$ cat config.mk
export PLATFORM = sky130hd
export DESIGN_NAME = usbh_cmd_ctrl
export DESIGN_NICKNAME = d
export VERILOG_FILES = /design/src/rtl/usbh_cmd_pkg.sv /design/src/rtl/usbh_cmd_ctl.sv /design/src/rtl/usbh_cmd_dp.sv /design/src/rtl/usbh_cmd_ctrl.sv
export SDC_FILE = /design/constraint.sdc
export NUM_CORES = 1
export LEC_CHECK = 0
export ABC_AREA = 1
export BUFFER_PORTS_ARGS = -buffer_cell sky130_fd_sc_hd__buf_2
export CORE_UTILIZATION = 42
export CTS_CLUSTER_DIAMETER = 80
export DETAILED_ROUTE_END_ITERATION = 16
export PLACE_DENSITY = 0.84
export SLEW_MARGIN = 15
export SYNTH_ARGS = -nofsm -noshare
export SYNTH_HDL_FRONTEND = slang
export SYNTH_HIERARCHICAL = 1
export SYNTH_SLANG_ARGS = --single-unit
$ cat constraint.sdc
create_clock -name clk -period 2.5 [get_ports clk]
set_clock_uncertainty 0.15 [all_clocks]
set_input_delay 0.5 -clock clk [delete_from_list [all_inputs] [get_ports clk]]
set_output_delay 0.5 -clock clk [all_outputs]
set_load 0.01 [all_outputs]
$ cat src/rtl/usbh_cmd_pkg.sv
package usbh_cmd_pkg;

  // register word addresses
  localparam logic [1:0] ADDR_CMD  = 2'd0;
  localparam logic [1:0] ADDR_STS  = 2'd1;
  localparam logic [1:0] ADDR_IEN  = 2'd2;

  // command word bit positions
  localparam int BIT_RST    = 0;
  localparam int BIT_ASYNC  = 1;
  localparam int BIT_PERIOD = 2;
  localparam int BIT_SIZE_LO = 3;
  localparam int BIT_SIZE_HI = 5;
  localparam int BIT_DBELL  = 6;

  // strobes from control to datapath
  typedef struct packed {
    logic clrFields;   // reset sequence running: force fields to initial values
    logic blockCmd;    // command writes are not accepted this cycle
    logic setStatus;   // latch async-advance status
    logic clrDoorbell; // hardware clears the doorbell
  } ctlStrobes_t;

endpackage

$ cat src/rtl/usbh_cmd_ctl.sv
module usbh_cmd_ctl
  import usbh_cmd_pkg::*;
#(
  parameter int RESET_CYCLES = 16
) (
  input  logic        clk,
  input  logic        rstN,
  input  logic        cmdWr,
  input  logic        wrResetBit,
  input  logic        evictDone,
  input  logic        thresholdTick,
  input  logic        doorbellQ,
  input  logic        statusQ,
  input  logic        intEnQ,
  output ctlStrobes_t strobes,
  output logic        busy,
  output logic        irq
);

  localparam int CNT_W = $clog2(RESET_CYCLES + 1);
  localparam logic [CNT_W-1:0] CNT_LOAD = CNT_W'(RESET_CYCLES - 1);

  logic [CNT_W-1:0] rstCnt;
  logic             startRst;
  logic             evictAck;
  logic             setSts;

  assign startRst = cmdWr && wrResetBit && !busy;

  // reset sequence counter
  always_ff @(posedge clk or negedge rstN) begin
    if (!rstN) begin
      busy   <= 1'b0;
      rstCnt <= '0;
    end else if (startRst) begin
      busy   <= 1'b1;
      rstCnt <= CNT_LOAD;
    end else if (busy) begin
      if (rstCnt == '0) busy <= 1'b0;
      else              rstCnt <= rstCnt - 1'b1;
    end
  end

  // doorbell handshake: status first, doorbell released one edge later
  assign setSts = evictDone && doorbellQ && !busy && !evictAck;

  always_ff @(posedge clk or negedge rstN) begin
    if (!rstN)     evictAck <= 1'b0;
    else if (busy) evictAck <= 1'b0;
    else           evictAck <= setSts;
  end

  // interrupt raised on a threshold strobe, held until status clears
  always_ff @(posedge clk or negedge rstN) begin
    if (!rstN)                         irq <= 1'b0;
    else if (busy || !statusQ)         irq <= 1'b0;
    else if (thresholdTick && intEnQ)  irq <= 1'b1;
  end

  always_comb begin
    strobes.clrFields   = busy;
    strobes.blockCmd    = busy || startRst;
    strobes.setStatus   = setSts;
    strobes.clrDoorbell = evictAck;
  end

  // an active reset sequence is not cut short by anything
  a_r10_reset_holds: assert property (@(posedge clk) disable iff (!rstN)
    (busy && rstCnt != '0) |=> busy);

  // the interrupt only rises on a threshold with status and enable set
  a_r7_irq_on_tick: assert property (@(posedge clk) disable iff (!rstN)
    $rose(irq) |-> ($past(thresholdTick) && $past(statusQ) && $past(intEnQ)));

  // status clearing drops the interrupt on the next edge
  a_r7_irq_drops: assert property (@(posedge clk) disable iff (!rstN)
    (!statusQ && !busy) |=> !irq);

endmodule

$ cat src/rtl/usbh_cmd_dp.sv
module usbh_cmd_dp
  import usbh_cmd_pkg::*;
#(
  parameter int DATA_W       = 32,
  parameter int FRAME_IDX_W  = 14,
  parameter int LIST_LOG_MAX = 10
) (
  input  logic                    clk,
  input  logic                    rstN,
  input  logic                    hostMode,
  input  logic                    progListCap,
  input  logic                    regWrEn,
  input  logic [1:0]              regAddr,
  input  logic [DATA_W-1:0]       regWrData,
  input  logic [FRAME_IDX_W-1:0]  frameIndex,
  input  ctlStrobes_t             strobes,
  input  logic                    busy,
  output logic [DATA_W-1:0]       regRdData,
  output logic                    doorbellQ,
  output logic                    statusQ,
  output logic                    intEnQ,
  output logic                    asyncSchedOn,
  output logic                    periodicSchedOn,
  output logic [LIST_LOG_MAX-1:0] listIndex
);

  localparam int SIZE_W = BIT_SIZE_HI - BIT_SIZE_LO + 1;
  localparam int IDX_LO = 3;

  logic              asyncEnQ;
  logic              periodicEnQ;
  logic [SIZE_W-1:0] sizeCodeQ;
  logic              cmdWrOk;
  logic              stsWr;
  logic              ienWr;
  logic              unusedBits;

  assign cmdWrOk = regWrEn && (regAddr == ADDR_CMD) && !strobes.blockCmd;
  assign stsWr   = regWrEn && (regAddr == ADDR_STS);
  assign ienWr   = regWrEn && (regAddr == ADDR_IEN);

  assign unusedBits = ^{regWrData[DATA_W-1:BIT_DBELL+1],
                        frameIndex[FRAME_IDX_W-1:LIST_LOG_MAX+IDX_LO],
                        frameIndex[IDX_LO-1:0]};

  // schedule enables
  always_ff @(posedge clk or negedge rstN) begin
    if (!rstN) begin
      asyncEnQ    <= 1'b0;
      periodicEnQ <= 1'b0;
    end else if (strobes.clrFields) begin
      asyncEnQ    <= 1'b0;
      periodicEnQ <= 1'b0;
    end else if (cmdWrOk) begin
      asyncEnQ    <= regWrData[BIT_ASYNC];
      periodicEnQ <= regWrData[BIT_PERIOD];
    end
  end

  // frame list size code, writable only with the capability flag
  always_ff @(posedge clk or negedge rstN) begin
    if (!rstN)                         sizeCodeQ <= '0;
    else if (strobes.clrFields)        sizeCodeQ <= '0;
    else if (cmdWrOk && progListCap)   sizeCodeQ <= regWrData[BIT_SIZE_HI:BIT_SIZE_LO];
  end

  // doorbell: set by software in host mode, cleared by hardware only
  always_ff @(posedge clk or negedge rstN) begin
    if (!rstN)                                            doorbellQ <= 1'b0;
    else if (strobes.clrFields || strobes.clrDoorbell)    doorbellQ <= 1'b0;
    else if (cmdWrOk && hostMode && regWrData[BIT_DBELL]) doorbellQ <= 1'b1;
  end

  // async-advance status, write 1 to clear, set wins
  always_ff @(posedge clk or negedge rstN) begin
    if (!rstN)                          statusQ <= 1'b0;
    else if (strobes.clrFields)         statusQ <= 1'b0;
    else if (strobes.setStatus)         statusQ <= 1'b1;
    else if (stsWr && regWrData[0])     statusQ <= 1'b0;
  end

  always_ff @(posedge clk or negedge rstN) begin
    if (!rstN)      intEnQ <= 1'b0;
    else if (ienWr) intEnQ <= regWrData[0];
  end

  assign asyncSchedOn    = asyncEnQ && hostMode;
  assign periodicSchedOn = periodicEnQ && hostMode;

  // list index: bit b comes from frameIndex[b+3] while b < LIST_LOG_MAX - code
  for (genvar b = 0; b < LIST_LOG_MAX; b++) begin : g_idx
    localparam int unsigned SPAN = LIST_LOG_MAX - b;
    assign listIndex[b] = frameIndex[b+IDX_LO] && (32'(sizeCodeQ) < SPAN);
  end

  always_comb begin
    regRdData = '0;
    unique case (regAddr)
      ADDR_CMD: begin
        regRdData[BIT_RST]                 = busy;
        regRdData[BIT_ASYNC]               = asyncEnQ;
        regRdData[BIT_PERIOD]              = periodicEnQ;
        regRdData[BIT_SIZE_HI:BIT_SIZE_LO] = sizeCodeQ;
        regRdData[BIT_DBELL]               = doorbellQ;
      end
      ADDR_STS: regRdData[0] = statusQ;
      ADDR_IEN: regRdData[0] = intEnQ;
      default:  regRdData = '0;
    endcase
  end

  // a running reset leaves every command field at its initial value
  a_r11_fields_cleared: assert property (@(posedge clk) disable iff (!rstN)
    busy |=> (!asyncEnQ && !periodicEnQ && sizeCodeQ == '0 && !doorbellQ && !statusQ));

  // without the capability flag the size code does not move
  a_r3_size_locked: assert property (@(posedge clk) disable iff (!rstN)
    (!progListCap && !busy) |=> $stable(sizeCodeQ));

  // the doorbell is released only after status was set, or by reset
  a_r6_doorbell_after_status: assert property (@(posedge clk) disable iff (!rstN)
    $fell(doorbellQ) |-> ($past(statusQ) || $past(busy)));

  // in device mode the doorbell cannot become armed
  a_r9_device_no_doorbell: assert property (@(posedge clk) disable iff (!rstN)
    (!hostMode && !doorbellQ) |=> !doorbellQ);

  // list index never has bits outside the selected range
  a_r4_index_range: assert property (@(posedge clk) disable iff (!rstN)
    (listIndex >> (LIST_LOG_MAX - int'(sizeCodeQ))) == '0);

endmodule

$ cat src/rtl/usbh_cmd_ctrl.sv
module usbh_cmd_ctrl
  import usbh_cmd_pkg::*;
#(
  parameter int DATA_W       = 32,
  parameter int FRAME_IDX_W  = 14,
  parameter int LIST_LOG_MAX = 10,
  parameter int RESET_CYCLES = 16
) (
  input  logic                    clk,
  input  logic                    rstN,
  input  logic                    hostMode,
  input  logic                    progListCap,
  input  logic                    regWrEn,
  input  logic [1:0]              regAddr,
  input  logic [DATA_W-1:0]       regWrData,
  output logic [DATA_W-1:0]       regRdData,
  input  logic                    evictDone,
  input  logic                    thresholdTick,
  input  logic [FRAME_IDX_W-1:0]  frameIndex,
  output logic                    asyncSchedOn,
  output logic                    periodicSchedOn,
  output logic                    doorbellPending,
  output logic                    ctrlResetBusy,
  output logic                    asyncAdvIrq,
  output logic [LIST_LOG_MAX-1:0] listIndex
);

  ctlStrobes_t strobes;
  logic        doorbellQ;
  logic        statusQ;
  logic        intEnQ;
  logic        busy;
  logic        cmdWr;

  assign cmdWr = regWrEn && (regAddr == ADDR_CMD);

  usbh_cmd_ctl #(
    .RESET_CYCLES(RESET_CYCLES)
  ) i_ctl (
    .clk          (clk),
    .rstN         (rstN),
    .cmdWr        (cmdWr),
    .wrResetBit   (regWrData[BIT_RST]),
    .evictDone    (evictDone),
    .thresholdTick(thresholdTick),
    .doorbellQ    (doorbellQ),
    .statusQ      (statusQ),
    .intEnQ       (intEnQ),
    .strobes      (strobes),
    .busy         (busy),
    .irq          (asyncAdvIrq)
  );

  usbh_cmd_dp #(
    .DATA_W      (DATA_W),
    .FRAME_IDX_W (FRAME_IDX_W),
    .LIST_LOG_MAX(LIST_LOG_MAX)
  ) i_dp (
    .clk            (clk),
    .rstN           (rstN),
    .hostMode       (hostMode),
    .progListCap    (progListCap),
    .regWrEn        (regWrEn),
    .regAddr        (regAddr),
    .regWrData      (regWrData),
    .frameIndex     (frameIndex),
    .strobes        (strobes),
    .busy           (busy),
    .regRdData      (regRdData),
    .doorbellQ      (doorbellQ),
    .statusQ        (statusQ),
    .intEnQ         (intEnQ),
    .asyncSchedOn   (asyncSchedOn),
    .periodicSchedOn(periodicSchedOn),
    .listIndex      (listIndex)
  );

  assign doorbellPending = doorbellQ;
  assign ctrlResetBusy   = busy;

endmodule

==> flow_summary.rst <==
.. list-table::
   :header-rows: 1

   * - Metric
     - Value
   * - Power share of the combinational group
     - 41.5%
   * - Post-synthesis share of cell area spent on and, or, nand and nor gates
     - 33.07%
   * - Worst hold margin
     - 0.3070 ns
   * - Area share of fa/ha/maj cells after synthesis
     - 1.002%
   * - Highest ir drop seen on vdd
     - 434.5 uV
   * - Iteration-0 DRC Markers
     - 20
   * - Synth top area cells
     - sky130_fd_sc_hd__dfrtp_1 32%, sky130_fd_sc_hd__buf_4 19%, sky130_fd_sc_hd__nand2_1 9.3%
   * - Switching power as a share of total power
     - 42.13%
   * - Arrival @ worst endpoint
     - 1.29 ns
   * - Pin count of the biggest net entering global routing
     - 17
   * - Worst Setup Slack post-DPL
     - 0.6522 ns
   * - Drt pass-1 iters
     - 4
   * - CTS tree
     - yes
   * - Chip height
     - 56.53 um
   * - Worst Setup End Kind
     - output port
   * - Routed vias
     - 1,057
   * - Buffer levels on the longest clock path
     - 2
   * - Max Clock Freq
     - 515.8 MHz
   * - Combinational family with the most area after synthesis
     - simple AND/OR/NAND/NOR gates
   * - Clock sink total
     - 16
   * - Antenna Cells
     - 0
   * - Post-CTS Repair Setup Buffers
     - 0
   * - Crit start category
     - flip-flop
   * - Effective utilization at floorplan
     - 44.89%
   * - Mapped Cells
     - 169
   * - Standby leakage power
     - 0.8308 nW
   * - Share of total power in sequential cells
     - 41.2%
   * - Hold Violations, Final
     - 0
   * - Most used flip-flop cell after synthesis
     - sky130_fd_sc_hd__dfrtp_1
   * - Via count of the first global-routing pass
     - 920
   * - Critical-path maximum fanout
     - 14
   * - First-pass GRT wire length
     - 3815 um
   * - Number of I/O port buffers
     - 41
   * - Total global routing overflow
     - 0
   * - Final antenna-violating net count
     - 0
   * - Count of unique library cells instantiated by Yosys
     - 28
   * - Setup repair after global routing missed its margin
     - false
   * - Clk Tree Root Cell
     - sky130_fd_sc_hd__clkbuf_4
   * - Std-Cell Core Area
     - 2781 um^2
   * - Initial antenna violation count
     - 0
   * - Share of synthesized flip-flops with an asynchronous set or reset
     - 100.0%
   * - Fraction of synthesized area in multiplexers
     - 0%
   * - Critical Path Max Stage Delay
     - 0.70 ns
   * - Final setup slack of the worst path
     - 0.5612 ns
   * - Critical path class
     - reg2out
   * - Synth top cells by count
     - 31 x sky130_fd_sc_hd__buf_4, 31 x sky130_fd_sc_hd__nand2_1, 25 x sky130_fd_sc_hd__inv_1
   * - Sequential-to-total area share from yosys stat
     - 32.06%
   * - Final wirelength
     - 2192 um
   * - Design internal power
     - 0.0005726 W
   * - Via density per instance
     - 4.441
   * - Hold WC Path Type
     - in2reg
   * - Transition time of the tightest slew-check pin
     - 0.5494 ns
   * - Ratio of final minimum period to clock period
     - 77.55%
   * - Final net count
     - 264
   * - Switching component of the power
     - 0.0004169 W
   * - Cell type contributing the most total cell area after synthesis
     - sky130_fd_sc_hd__dfrtp_1
   * - Run status
     - complete, no violations
   * - Synthesized-area fraction occupied by xor and xnor cells
     - 0%
   * - H-tree depth
     - 1
   * - Count of standard-cell rows
     - 19
   * - Crit path required time
     - 1.85 ns
   * - Finish-stage setup viols
     - 0
   * - Width of the die
     - 56.53 um
   * - Area of the mapped netlist
     - 1249 um^2
   * - Relative contribution of the clock network to total power
     - 17.3%
   * - Clock latency reported for the late side of the worst-skew pair
     - 0.28 ns
   * - Final number of max-transition violations
     - 0
   * - EDFF count, synth
     - 0
   * - Area fraction of the dominant cell type after synthesis
     - 32.06%
   * - Clock-pin slew on the worst setup and hold paths
     - 0.10 ns
   * - Minimum period implied by the final worst setup slack
     - 1.939 ns
   * - Ordered list of cells on the worst path
     - nand2_1 > nand3_1 > buf_2
   * - Share of cells above drive strength 1
     - 28.99%
   * - Final weighted congestion in routability-driven placement
     - 0.8077
   * - Total CTS buffers
     - 3
   * - Worst relative slew slack
     - 63.37%
   * - Tot GR Track Use
     - 14.92%
   * - Overall die area
     - 3195 um^2
   * - Area Growth Syn to Fin
     - 10.92%
   * - Mean instance size in the synthesized netlist
     - 7.389 um^2
   * - Power density of the placed cells
     - 714.4 nW/um^2
   * - Ports placed on the boundary
     - 102
   * - Number of synthesized register bits
     - 16
   * - Total Neg Setup Slack
     - 0 ns
   * - Number of resized instances in the post-cts repair step
     - 0
   * - DRC violations left
     - 0
   * - Complex-gate fraction of the synthesized area
     - 5.411%
   * - Max capacitance violation total
     - 0
   * - Number of warnings printed during yosys synthesis
     - 6
   * - Average wire per standard cell
     - 9.210 um
   * - Post-DP HPWL
     - 1746 um
   * - Slowest cell on the critical path
     - sky130_fd_sc_hd__dfrtp_1
[repair_timing]
action / CTS / global route
endpoints found under the hold margin: 16 / 0
endpoints found under the setup margin: 0 / 0
hold buffers: 1 / 0
[final timing paths]
kind                                start                 to  slack (ns)  cells after the start
setup reg to reg               i_ctl/busy   i_dp/periodicEnQ        0.87                      8
setup / recovery               i_ctl/busy       regRdData[0]        0.56                      3
min in group asynchronous            rstN    i_ctl/rstCnt[0]        0.49                      2
hold reg to reg            i_ctl/evictAck     i_ctl/evictAck        0.32                      1
hold / removal               regWrData[4]  i_dp/sizeCodeQ[1]        0.31                      3
max in group asynchronous            rstN    i_ctl/rstCnt[4]        1.44                      2
[power by group through the flow]
stage          Combinational [W]  Clock, W  Sequential [W]
2_1_floorplan           0.000386         0        0.000380
4_1_cts                 0.000415  0.000183        0.000408
3_3_place_gp            0.000400         0        0.000411
6_report                0.000410  0.000171        0.000408
5_1_grt                 0.000470  0.000195        0.000420
3_5_place_dp            0.000413         0        0.000413
[layer usage]
layer	GRT usage (%)	wire length [um]
met2	25.55	1085
met4	4.530	13
met5	0	0
met3	5.069	186
met1	17.49	906
[kinds of logic (layout without fill, tap and decap cells)]
family	after synthesis	after routing
adder cells (fa/ha/maj)	1	1
AO/OA/AOI/OAI	12	12
buffers and inverters	60	74
flip-flops	16	16
AND/OR/NAND/NOR	79	79
other	1	25
[cells in the final DEF (no fill, tap or decap), drive strengths merged]
cell type	instances
a21boi	1
a21oi	5
a31oi	1
and2	1
buf	41
clkbuf	4
conb	25
dfrtp	16
dlygate4sd3	1
ha	1
inv	28
nand2	36
nand3	17
nand4	4
nor2	18
nor3	2
o21ai	5
or2	1
[flip-flops by register name (all words and copies together) (netlist names)]
register,count
i_dp/doorbellQ,1
i_dp/asyncEnQ,1
i_ctl/evictAck,1
i_dp/sizeCodeQ,3
i_ctl/busy,1
i_ctl/irq,1
i_ctl/rstCnt,5
i_dp/intEnQ,1
i_dp/statusQ,1
i_dp/periodicEnQ,1
[critical path: cells and delay by family, from the launching register on]
family	cells	cell delay [ns]
simple gates	2	0.18
buf+inv	1	0.13
flops	1	0.70
[final cells by class]
type | instances | area [um^2]
Clock buffer | 4 | 36.28
Fill cell | 291 | 1396
Inverter | 28 | 107.6
Multi-Input combinational cell | 117 | 586.8
Sequential cell | 16 | 400.4
Tap cell | 31 | 38.79
Timing Repair Buffer | 42 | 215.2
[per-stage QoR]
step / cells / total power [W] / util, % / instance area, um^2
global placement: 233 / 0.0008108 / 48.13 / 1339
global route: 238 / 0.001085 / 49.80 / 1385
finish: 238 / 0.0009895 / 49.80 / 1385
detailed placement: 233 / 0.0008252 / 48.13 / 1339
CTS: 238 / 0.001006 / 49.80 / 1385
floorplan: 193 / 0.0007661 / - / 1339
(Power assumes the default switching activity.)
